`src/rtl/fbp_pkg.sv`:
```
package fbp_pkg;

    typedef enum logic [2:0] {
        ST_IDLE = 3'd0,
        ST_VPP  = 3'd1,
        ST_ASU  = 3'd2,
        ST_WEL  = 3'd3,
        ST_HOLD = 3'd4,
        ST_PGM  = 3'd5,
        ST_REC  = 3'd6,
        ST_VFY  = 3'd7
    } fbp_state_e;

    typedef struct packed {
        logic ce_n;
        logic we_n;
        logic dout_en;
        logic vpp_en;
        logic vfy_req;
        logic busy;
    } fbp_strobe_t;

    function automatic int unsigned ns_to_cyc(input int unsigned t_ns, input int unsigned per_ns);
        int unsigned c;
        c = (t_ns + per_ns - 1) / per_ns;
        return (c == 0) ? 1 : c;
    endfunction

    function automatic int unsigned umax(input int unsigned a, input int unsigned b);
        return (a > b) ? a : b;
    endfunction

    function automatic int unsigned sub_floor(input int unsigned a, input int unsigned b);
        return (a > b) ? (a - b) : 0;
    endfunction

    function automatic fbp_strobe_t strobes_for(input fbp_state_e st);
        fbp_strobe_t s;
        s.ce_n    = 1'b1;
        s.we_n    = 1'b1;
        s.dout_en = 1'b0;
        s.vpp_en  = (st != ST_IDLE);
        s.vfy_req = (st == ST_VFY);
        s.busy    = (st != ST_IDLE);
        if (st == ST_ASU || st == ST_WEL || st == ST_HOLD) begin
            s.ce_n    = 1'b0;
            s.dout_en = 1'b1;
        end
        if (st == ST_WEL) begin
            s.we_n = 1'b0;
        end
        return s;
    endfunction

endpackage

```
`src/rtl/fbp_interval_timer.sv`:
```
module fbp_interval_timer #(
    parameter int unsigned CNT_W = 8
) (
    input  logic             clk,
    input  logic             rst,
    input  logic             restart,
    input  logic [CNT_W-1:0] limit,
    output logic             last
);
    logic [CNT_W-1:0] cnt_q;

    always_comb begin
        last = (({1'b0, cnt_q} + {{CNT_W{1'b0}}, 1'b1}) >= {1'b0, limit});
    end

    always_ff @(posedge clk) begin
        if (rst || restart) begin
            cnt_q <= '0;
        end else if (!last) begin
            cnt_q <= cnt_q + 1'b1;
        end
    end
endmodule

```
`src/rtl/fbp_loop_counter.sv`:
```
module fbp_loop_counter #(
    parameter int unsigned MAX_LOOPS = 25,
    parameter int unsigned LOOP_W    = 5
) (
    input  logic              clk,
    input  logic              rst,
    input  logic              clear,
    input  logic              inc,
    output logic [LOOP_W-1:0] count,
    output logic              at_max
);
    localparam logic [LOOP_W-1:0] LIMIT = LOOP_W'(MAX_LOOPS);
    logic [LOOP_W-1:0] count_q;

    always_ff @(posedge clk) begin
        if (rst) begin
            count_q <= '0;
        end else if (clear) begin
            count_q <= LOOP_W'(1);
        end else if (inc && (count_q < LIMIT)) begin
            count_q <= count_q + 1'b1;
        end
    end

    assign count  = count_q;
    assign at_max = (count_q >= LIMIT);
endmodule

```
`src/rtl/fbp_verify_cmp.sv`:
```
module fbp_verify_cmp #(
    parameter int unsigned DATA_W = 8
) (
    input  logic [DATA_W-1:0] expected,
    input  logic [DATA_W-1:0] observed,
    output logic              match
);
    logic [DATA_W-1:0] diff;

    for (genvar b = 0; b < DATA_W; b++) begin : g_bit
        assign diff[b] = expected[b] ^ observed[b];
    end

    assign match = (diff == '0);
endmodule

```
`src/rtl/fbp_sequencer.sv`:
```
module fbp_sequencer
    import fbp_pkg::*;
#(
    parameter int unsigned CLK_PERIOD_NS = 10,
    parameter int unsigned ADDR_W        = 17,
    parameter int unsigned DATA_W        = 8,
    parameter int unsigned MAX_LOOPS     = 25,
    parameter int unsigned T_VPS_NS      = 100,
    parameter int unsigned T_WP_NS       = 40,
    parameter int unsigned T_WPH_NS      = 20,
    parameter int unsigned T_WC_NS       = 70,
    parameter int unsigned T_DS_NS       = 40,
    parameter int unsigned T_DH_NS       = 10,
    parameter int unsigned T_AH_NS       = 40,
    parameter int unsigned T_PGM_NS      = 10000,
    parameter int unsigned T_WR_NS       = 6000,
    localparam int unsigned LOOP_W       = $clog2(MAX_LOOPS + 1)
) (
    input  logic              clk,
    input  logic              rst,
    input  logic              req,
    input  logic [ADDR_W-1:0] req_addr,
    input  logic [DATA_W-1:0] req_data,
    output logic              busy,
    output logic              done,
    output logic              error,
    output logic [LOOP_W-1:0] loops_used,
    output logic [ADDR_W-1:0] flash_addr,
    output logic [DATA_W-1:0] flash_dout,
    output logic              flash_dout_en,
    output logic              flash_ce_n,
    output logic              flash_we_n,
    output logic              vpp_en,
    output logic              vfy_req,
    input  logic              vfy_valid,
    input  logic [DATA_W-1:0] vfy_data
);
    // Interval lengths in clock cycles
    localparam int unsigned N_VPS  = ns_to_cyc(T_VPS_NS, CLK_PERIOD_NS);
    localparam int unsigned N_WP   = umax(ns_to_cyc(T_WP_NS, CLK_PERIOD_NS),
                                          ns_to_cyc(T_DS_NS, CLK_PERIOD_NS));
    localparam int unsigned N_HOLD = umax(ns_to_cyc(T_DH_NS, CLK_PERIOD_NS),
                                     umax(sub_floor(ns_to_cyc(T_AH_NS, CLK_PERIOD_NS), N_WP),
                                          sub_floor(ns_to_cyc(T_WC_NS, CLK_PERIOD_NS), 1 + N_WP)));
    localparam int unsigned N_PGM  = umax(ns_to_cyc(T_PGM_NS, CLK_PERIOD_NS),
                                          ns_to_cyc(T_WPH_NS, CLK_PERIOD_NS));
    localparam int unsigned N_WR   = ns_to_cyc(T_WR_NS, CLK_PERIOD_NS);
    localparam int unsigned N_MAX  = umax(umax(N_VPS, N_WP), umax(umax(N_HOLD, N_PGM), N_WR));
    localparam int unsigned CNT_W  = $clog2(N_MAX + 1);

    localparam logic [CNT_W-1:0] L_ONE  = CNT_W'(1);
    localparam logic [CNT_W-1:0] L_VPS  = CNT_W'(N_VPS);
    localparam logic [CNT_W-1:0] L_WP   = CNT_W'(N_WP);
    localparam logic [CNT_W-1:0] L_HOLD = CNT_W'(N_HOLD);
    localparam logic [CNT_W-1:0] L_PGM  = CNT_W'(N_PGM);
    localparam logic [CNT_W-1:0] L_WR   = CNT_W'(N_WR);

    fbp_state_e        state_q, state_d;
    logic [ADDR_W-1:0] addr_q;
    logic [DATA_W-1:0] data_q;
    logic              done_q, error_q;
    logic [LOOP_W-1:0] loops_q;

    logic              t_last, t_restart;
    logic [CNT_W-1:0]  t_limit;
    logic              loop_clear, loop_inc, loop_at_max;
    logic [LOOP_W-1:0] loop_cnt;
    logic              vfy_match;
    logic              finish, finish_err;
    fbp_strobe_t       strb;

    fbp_interval_timer #(.CNT_W(CNT_W)) u_timer (
        .clk     (clk),
        .rst     (rst),
        .restart (t_restart),
        .limit   (t_limit),
        .last    (t_last)
    );

    fbp_loop_counter #(.MAX_LOOPS(MAX_LOOPS), .LOOP_W(LOOP_W)) u_loops (
        .clk    (clk),
        .rst    (rst),
        .clear  (loop_clear),
        .inc    (loop_inc),
        .count  (loop_cnt),
        .at_max (loop_at_max)
    );

    fbp_verify_cmp #(.DATA_W(DATA_W)) u_cmp (
        .expected (data_q),
        .observed (vfy_data),
        .match    (vfy_match)
    );

    // Interval length for the state now running
    always_comb begin
        unique case (state_q)
            ST_VPP:  t_limit = L_VPS;
            ST_WEL:  t_limit = L_WP;
            ST_HOLD: t_limit = L_HOLD;
            ST_PGM:  t_limit = L_PGM;
            ST_REC:  t_limit = L_WR;
            default: t_limit = L_ONE;
        endcase
    end

    always_comb begin
        state_d    = state_q;
        loop_clear = 1'b0;
        loop_inc   = 1'b0;
        finish     = 1'b0;
        finish_err = 1'b0;
        unique case (state_q)
            ST_IDLE: begin
                if (req) begin
                    state_d    = ST_VPP;
                    loop_clear = 1'b1;
                end
            end
            ST_VPP:  if (t_last) state_d = ST_ASU;
            ST_ASU:  if (t_last) state_d = ST_WEL;
            ST_WEL:  if (t_last) state_d = ST_HOLD;
            ST_HOLD: if (t_last) state_d = ST_PGM;
            ST_PGM:  if (t_last) state_d = ST_REC;
            ST_REC:  if (t_last) state_d = ST_VFY;
            ST_VFY: begin
                if (vfy_valid) begin
                    if (vfy_match) begin
                        state_d = ST_IDLE;
                        finish  = 1'b1;
                    end else if (loop_at_max) begin
                        state_d    = ST_IDLE;
                        finish     = 1'b1;
                        finish_err = 1'b1;
                    end else begin
                        state_d  = ST_ASU;
                        loop_inc = 1'b1;
                    end
                end
            end
            default: state_d = ST_IDLE;
        endcase
    end

    assign t_restart = (state_d != state_q);

    always_ff @(posedge clk) begin
        if (rst) begin
            state_q <= ST_IDLE;
            addr_q  <= '0;
            data_q  <= '0;
            done_q  <= 1'b0;
            error_q <= 1'b0;
            loops_q <= '0;
        end else begin
            state_q <= state_d;
            if (state_q == ST_IDLE && req) begin
                addr_q <= req_addr;
                data_q <= req_data;
            end
            done_q <= finish;
            if (finish) begin
                error_q <= finish_err;
                loops_q <= loop_cnt;
            end
        end
    end

    assign strb          = strobes_for(state_q);
    assign busy          = strb.busy;
    assign flash_ce_n    = strb.ce_n;
    assign flash_we_n    = strb.we_n;
    assign flash_dout_en = strb.dout_en;
    assign vpp_en        = strb.vpp_en;
    assign vfy_req       = strb.vfy_req;
    assign flash_addr    = addr_q;
    assign flash_dout    = data_q;
    assign done          = done_q;
    assign error         = error_q;
    assign loops_used    = loops_q;
endmodule

```
`config.mk`:
```
export PLATFORM = sky130hd
export DESIGN_NAME = fbp_sequencer
export DESIGN_NICKNAME = d
export VERILOG_FILES = /design/src/rtl/fbp_pkg.sv /design/src/rtl/fbp_interval_timer.sv /design/src/rtl/fbp_loop_counter.sv /design/src/rtl/fbp_verify_cmp.sv /design/src/rtl/fbp_sequencer.sv
export SDC_FILE = /design/constraint.sdc
export NUM_CORES = 1
export LEC_CHECK = 0
export ABC_AREA = 1
export BUFFER_PORTS_ARGS = -buffer_cell sky130_fd_sc_hd__buf_2
export CELL_PAD_IN_SITES_DETAIL_PLACEMENT = 0
export CELL_PAD_IN_SITES_GLOBAL_PLACEMENT = 1
export CORE_MARGIN = 2
export CORE_UTILIZATION = 33
export DETAILED_ROUTE_END_ITERATION = 7
export PLACE_DENSITY = 0.78
export SETUP_SLACK_MARGIN = 0.3
export SYNTH_ARGS = -nofsm -noshare
export SYNTH_HDL_FRONTEND = slang
export SYNTH_SLANG_ARGS = --single-unit
```
`constraint.sdc`:
```
create_clock -name clk -period 2.6 [get_ports clk]
set_clock_uncertainty 0.1 [all_clocks]
set_input_delay 0.52 -clock clk [delete_from_list [all_inputs] [get_ports clk]]
set_output_delay 0.52 -clock clk [all_outputs]
set_load 0.005 [all_outputs]
```
==> run summary <==
DETAILED ROUTING
----------------------------------------------------------------------------------------
Number of remaining DRC errors                                                         0
Drt pass-1 iters                                                                       4
Number of DRC violations after detailed-routing iteration 0                          100
Routed length per instance                                                  11.9 microns
Drt via density                                                                     4.49
Final wirelength                                                                 6.58 mm
Number of nets still failing antenna checks after routing                              0
Number of vias in the routed layout                                                 2486

CELLS AND AREA
----------------------------------------------------------------------------------------
Area grow syn2layout                                                               33.8%
Layout Cells excl Fill                                                               554
Antenna Diode Count                                                                    0
Post-route core utilization                                                        0.456
Fraction of layout cells with a size suffix above 1                                0.367
Number of nets in the finished design                                                501
Most frequent cells in the layout                                           sky130_fd_sc_hd__nand2_1, sky130_fd_sc_hd__buf_2, sky130_fd_sc_hd__dfxtp_1, sky130_fd_sc_hd__inv_1, sky130_fd_sc_hd__a21oi_1
Most common cell after layout, fill and taps aside                          sky130_fd_sc_hd__nand2_1
Design Area, Final                                                            3540 sq um

SETUP PATH
----------------------------------------------------------------------------------------
Data arrival, critical path                                                      2690 ps
WS Path Type                                                                     reg2reg
Critical path's most frequent cell                                          sky130_fd_sc_hd__nand2_4
Worst setup SP type                                                                 flop
Crit path cell chain                                                        nand2_2, nor3_4, nand3_2, xor2_1, ha_1, a21oi_2, nand2_2, a21oi_4, nand2_4, nand2_2, nand3_2, nand2_4, nand2_4, nand2_4, nand3_4, nor2_2
Category of cells accounting for the largest share of critical-path delay   simple AND/OR/NAND/NOR gates
Cell at the slowest stage of the critical path                              sky130_fd_sc_hd__dfxtp_2
CP Max Fanout                                                                          5
Longest individual stage delay on the worst path                                  380 ps
Number of buffers and inverters on the critical path                                   0
Type of element capturing the critical path                                         flop
Worst path required time                                                         2750 ps

DIE
----------------------------------------------------------------------------------------
Horizontal die dimension                                                    93.6 microns
Die area                                                                      8750 sq um
Core region area                                                              7770 sq um
Die Ht                                                                      93.6 microns
Top-level port count                                                                  75
Effective utilization at floorplan                                                 0.341
Number of cell rows                                                                   32

GRT
----------------------------------------------------------------------------------------
Wire length of the first global-routing pass                                     10.9 mm
Number of antenna violations at the first check in global routing                      0
Total global-route track usage                                                     0.154
Pin count of the biggest net entering global routing                                  31
GR Overflow Total                                                                      0
Via count of the first global-routing pass                                          2345

SYNTHESIS
----------------------------------------------------------------------------------------
Yosys warning total                                                                    0
Area share of the largest cell type after synthesis                                0.378
Number of synthesized register bits                                                   50
Synth top area cells                                                        sky130_fd_sc_hd__dfxtp_1, sky130_fd_sc_hd__nand2_1, sky130_fd_sc_hd__a21oi_1
Xor and xnor fraction of the mapped netlist area                                  0.0563
Number of enable-type register cells in the synthesized netlist                        0
Portion of the post-synthesis area used by sequential elements                     0.378
Dominant synthesized flop cell                                              sky130_fd_sc_hd__dfxtp_1
Synthesized net count                                                                409
Count of unique library cells instantiated by Yosys                                   33
Biggest area consumer among synthesized cells                               sky130_fd_sc_hd__dfxtp_1
Post-synthesis area per instance                                              7.37 sq um
Share of async-settable or async-resettable flops after synthesis                      0
Simple logic cell fraction of the synthesized area                                 0.293
Area share of fa/ha/maj cells after synthesis                                     0.0615
Number of instances in the synthesized netlist                                       359
Dominant combinational cell family by area after synthesis                  simple AND/OR/NAND/NOR gates
Mux share of post-synthesis cell area                                                  0
Synthesized cell area                                                         2650 sq um
Fraction of the mapped netlist area in compound gates                              0.117

PLACEMENT
----------------------------------------------------------------------------------------
Cell total after placement                                                           535
Detail Placement HPWL                                                            4.72 mm
Placement-stage cell area                                                     3210 sq um
Setup Slack @ Placement                                                          9.67 ps
Placer Congestion                                                                  0.826
Port bufs                                                                             74

RUN STATUS
----------------------------------------------------------------------------------------
Status                                                                      finished clean

PWR
----------------------------------------------------------------------------------------
Worst IR drop on VDD                                                          0.000511 V
Pwr/cell area                                                                893 nW/um^2
Total power after layout                                                         3.16 mW
Leakage dissipation                                                              1.61 nW

TIMING
----------------------------------------------------------------------------------------
Setup repair after global routing missed its margin                                  yes
Post-route minimum period                                                        2540 ps
Final critical-path share of the clock period                                      0.979
Slew at the pin closest to its max-slew limit                                     399 ps
Final Max Slew Viols                                                                   0
Worst setup margin                                                               55.8 ps
Max Clock Freq                                                                   393 MHz
Worst slew slack as a fraction of its limit                                        0.734
Final-layout worst hold slack                                                     363 ps
Setup total negative slack                                                          0 ps
Setup Viol. Count Final                                                                0
Final count of hold timing violations                                                  0

CTS
----------------------------------------------------------------------------------------
Clock transition at the registers of the reported paths                           100 ps
H-tree levels                                                                          2
Sink Count                                                                            50
Maximum root-to-sink buffer count                                                      2
CTS tree                                                                            done
Clock root buffer master                                                    sky130_fd_sc_hd__clkbuf_8
CTS buffer count                                                                       5
Insertion delay of the later-clocked pin in the worst-skew pair                   310 ps

FLOW RUN
----------------------------------------------------------------------------------------
Number of max-capacitance violations reported                                          0

HOLD PATH
----------------------------------------------------------------------------------------
Path class of the lowest-slack min-delay path                                    reg2reg

worst min-delay path, delay by kind of cell (launching register included):
kind | cells | cell delay (ps)
compound gates | 1 | 50
flops | 1 | 320
simple gates | 1 | 60
power breakdown:
part           total [mW]  switching, mW  internal (mW)  leakage, nW
registers           0.948         0.0792          0.869        0.411
logic                1.64          0.983          0.657         1.14
clock network       0.573          0.281          0.292       0.0587
total                3.16           1.34           1.82         1.61
path summary, 6_finish.rpt:
check / from / end / slack (ps) / depth (start not counted)
max: u_timer.cnt_q[5]$_SDFFE_PP0N_ / u_timer.cnt_q[4]$_SDFFE_PP0N_ / 60 / 16
min: flash_addr[8]$_SDFFE_PP0P_ / flash_addr[8]$_SDFFE_PP0P_ / 360 / 2
max reg2reg: u_timer.cnt_q[5]$_SDFFE_PP0N_ / u_timer.cnt_q[4]$_SDFFE_PP0N_ / 60 / 16
min reg2reg: flash_addr[8]$_SDFFE_PP0P_ / flash_addr[8]$_SDFFE_PP0P_ / 360 / 2
routing by layer:
layer	vias to the layer above	track usage	wire length [microns]
li1	1334	-	-
met1	1099	0.203	3020
met2	48	0.256	3130
met3	5	0.0475	384
met4	0	0.0217	45
met5	-	0	0
registers in the layout (all words and copies together) (netlist names):
name	cells
u_timer.cnt_q	10
state_q	3
flash_dout	8
loops_used	5
u_loops.count	5
done	1
flash_addr	17
error	1
synth_stat cells (4+ instances only):
cell / count
sky130_fd_sc_hd__inv_1: 39
sky130_fd_sc_hd__inv_2: 6
sky130_fd_sc_hd__xor2_1: 8
sky130_fd_sc_hd__clkbuf_1: 7
sky130_fd_sc_hd__a21oi_1: 38
sky130_fd_sc_hd__nand3_1: 32
sky130_fd_sc_hd__nand2_1: 82
sky130_fd_sc_hd__xnor2_1: 9
sky130_fd_sc_hd__nand2_2: 5
sky130_fd_sc_hd__dfxtp_1: 50
sky130_fd_sc_hd__nor2_1: 18
sky130_fd_sc_hd__o21ai_0: 15
sky130_fd_sc_hd__nand3_2: 4
sky130_fd_sc_hd__buf_4: 4
sky130_fd_sc_hd__nor2_2: 10
sky130_fd_sc_hd__ha_1: 13
final cells by class:
cell class | instances | area [sq um]
Inverter | 46 | 185
Clock inverter | 3 | 47.5
Sequential cell | 50 | 1010
Timing Repair Buffer | 98 | 551
Clock buffer | 5 | 68.8
Tap cell | 102 | 128
Fill cell | 804 | 4230
Multi-Input combinational cell | 250 | 1550
kinds of logic after synthesis:
logic type	after synthesis
buffers and inverters	60
flip-flops	50
AO/OA/AOI/OAI	58
AND/OR/NAND/NOR	161
adder cells (fa/ha/maj)	13
XOR/XNOR	17
timing repair:
item	CTS	global route
pin swaps	10	15
gates cloned	1	0
endpoints found under the setup margin	12	13
hold buffers	0	0
resized for setup	8	25
buffers inserted	5	5
Note: power is estimated with default switching activity, not from simulation.
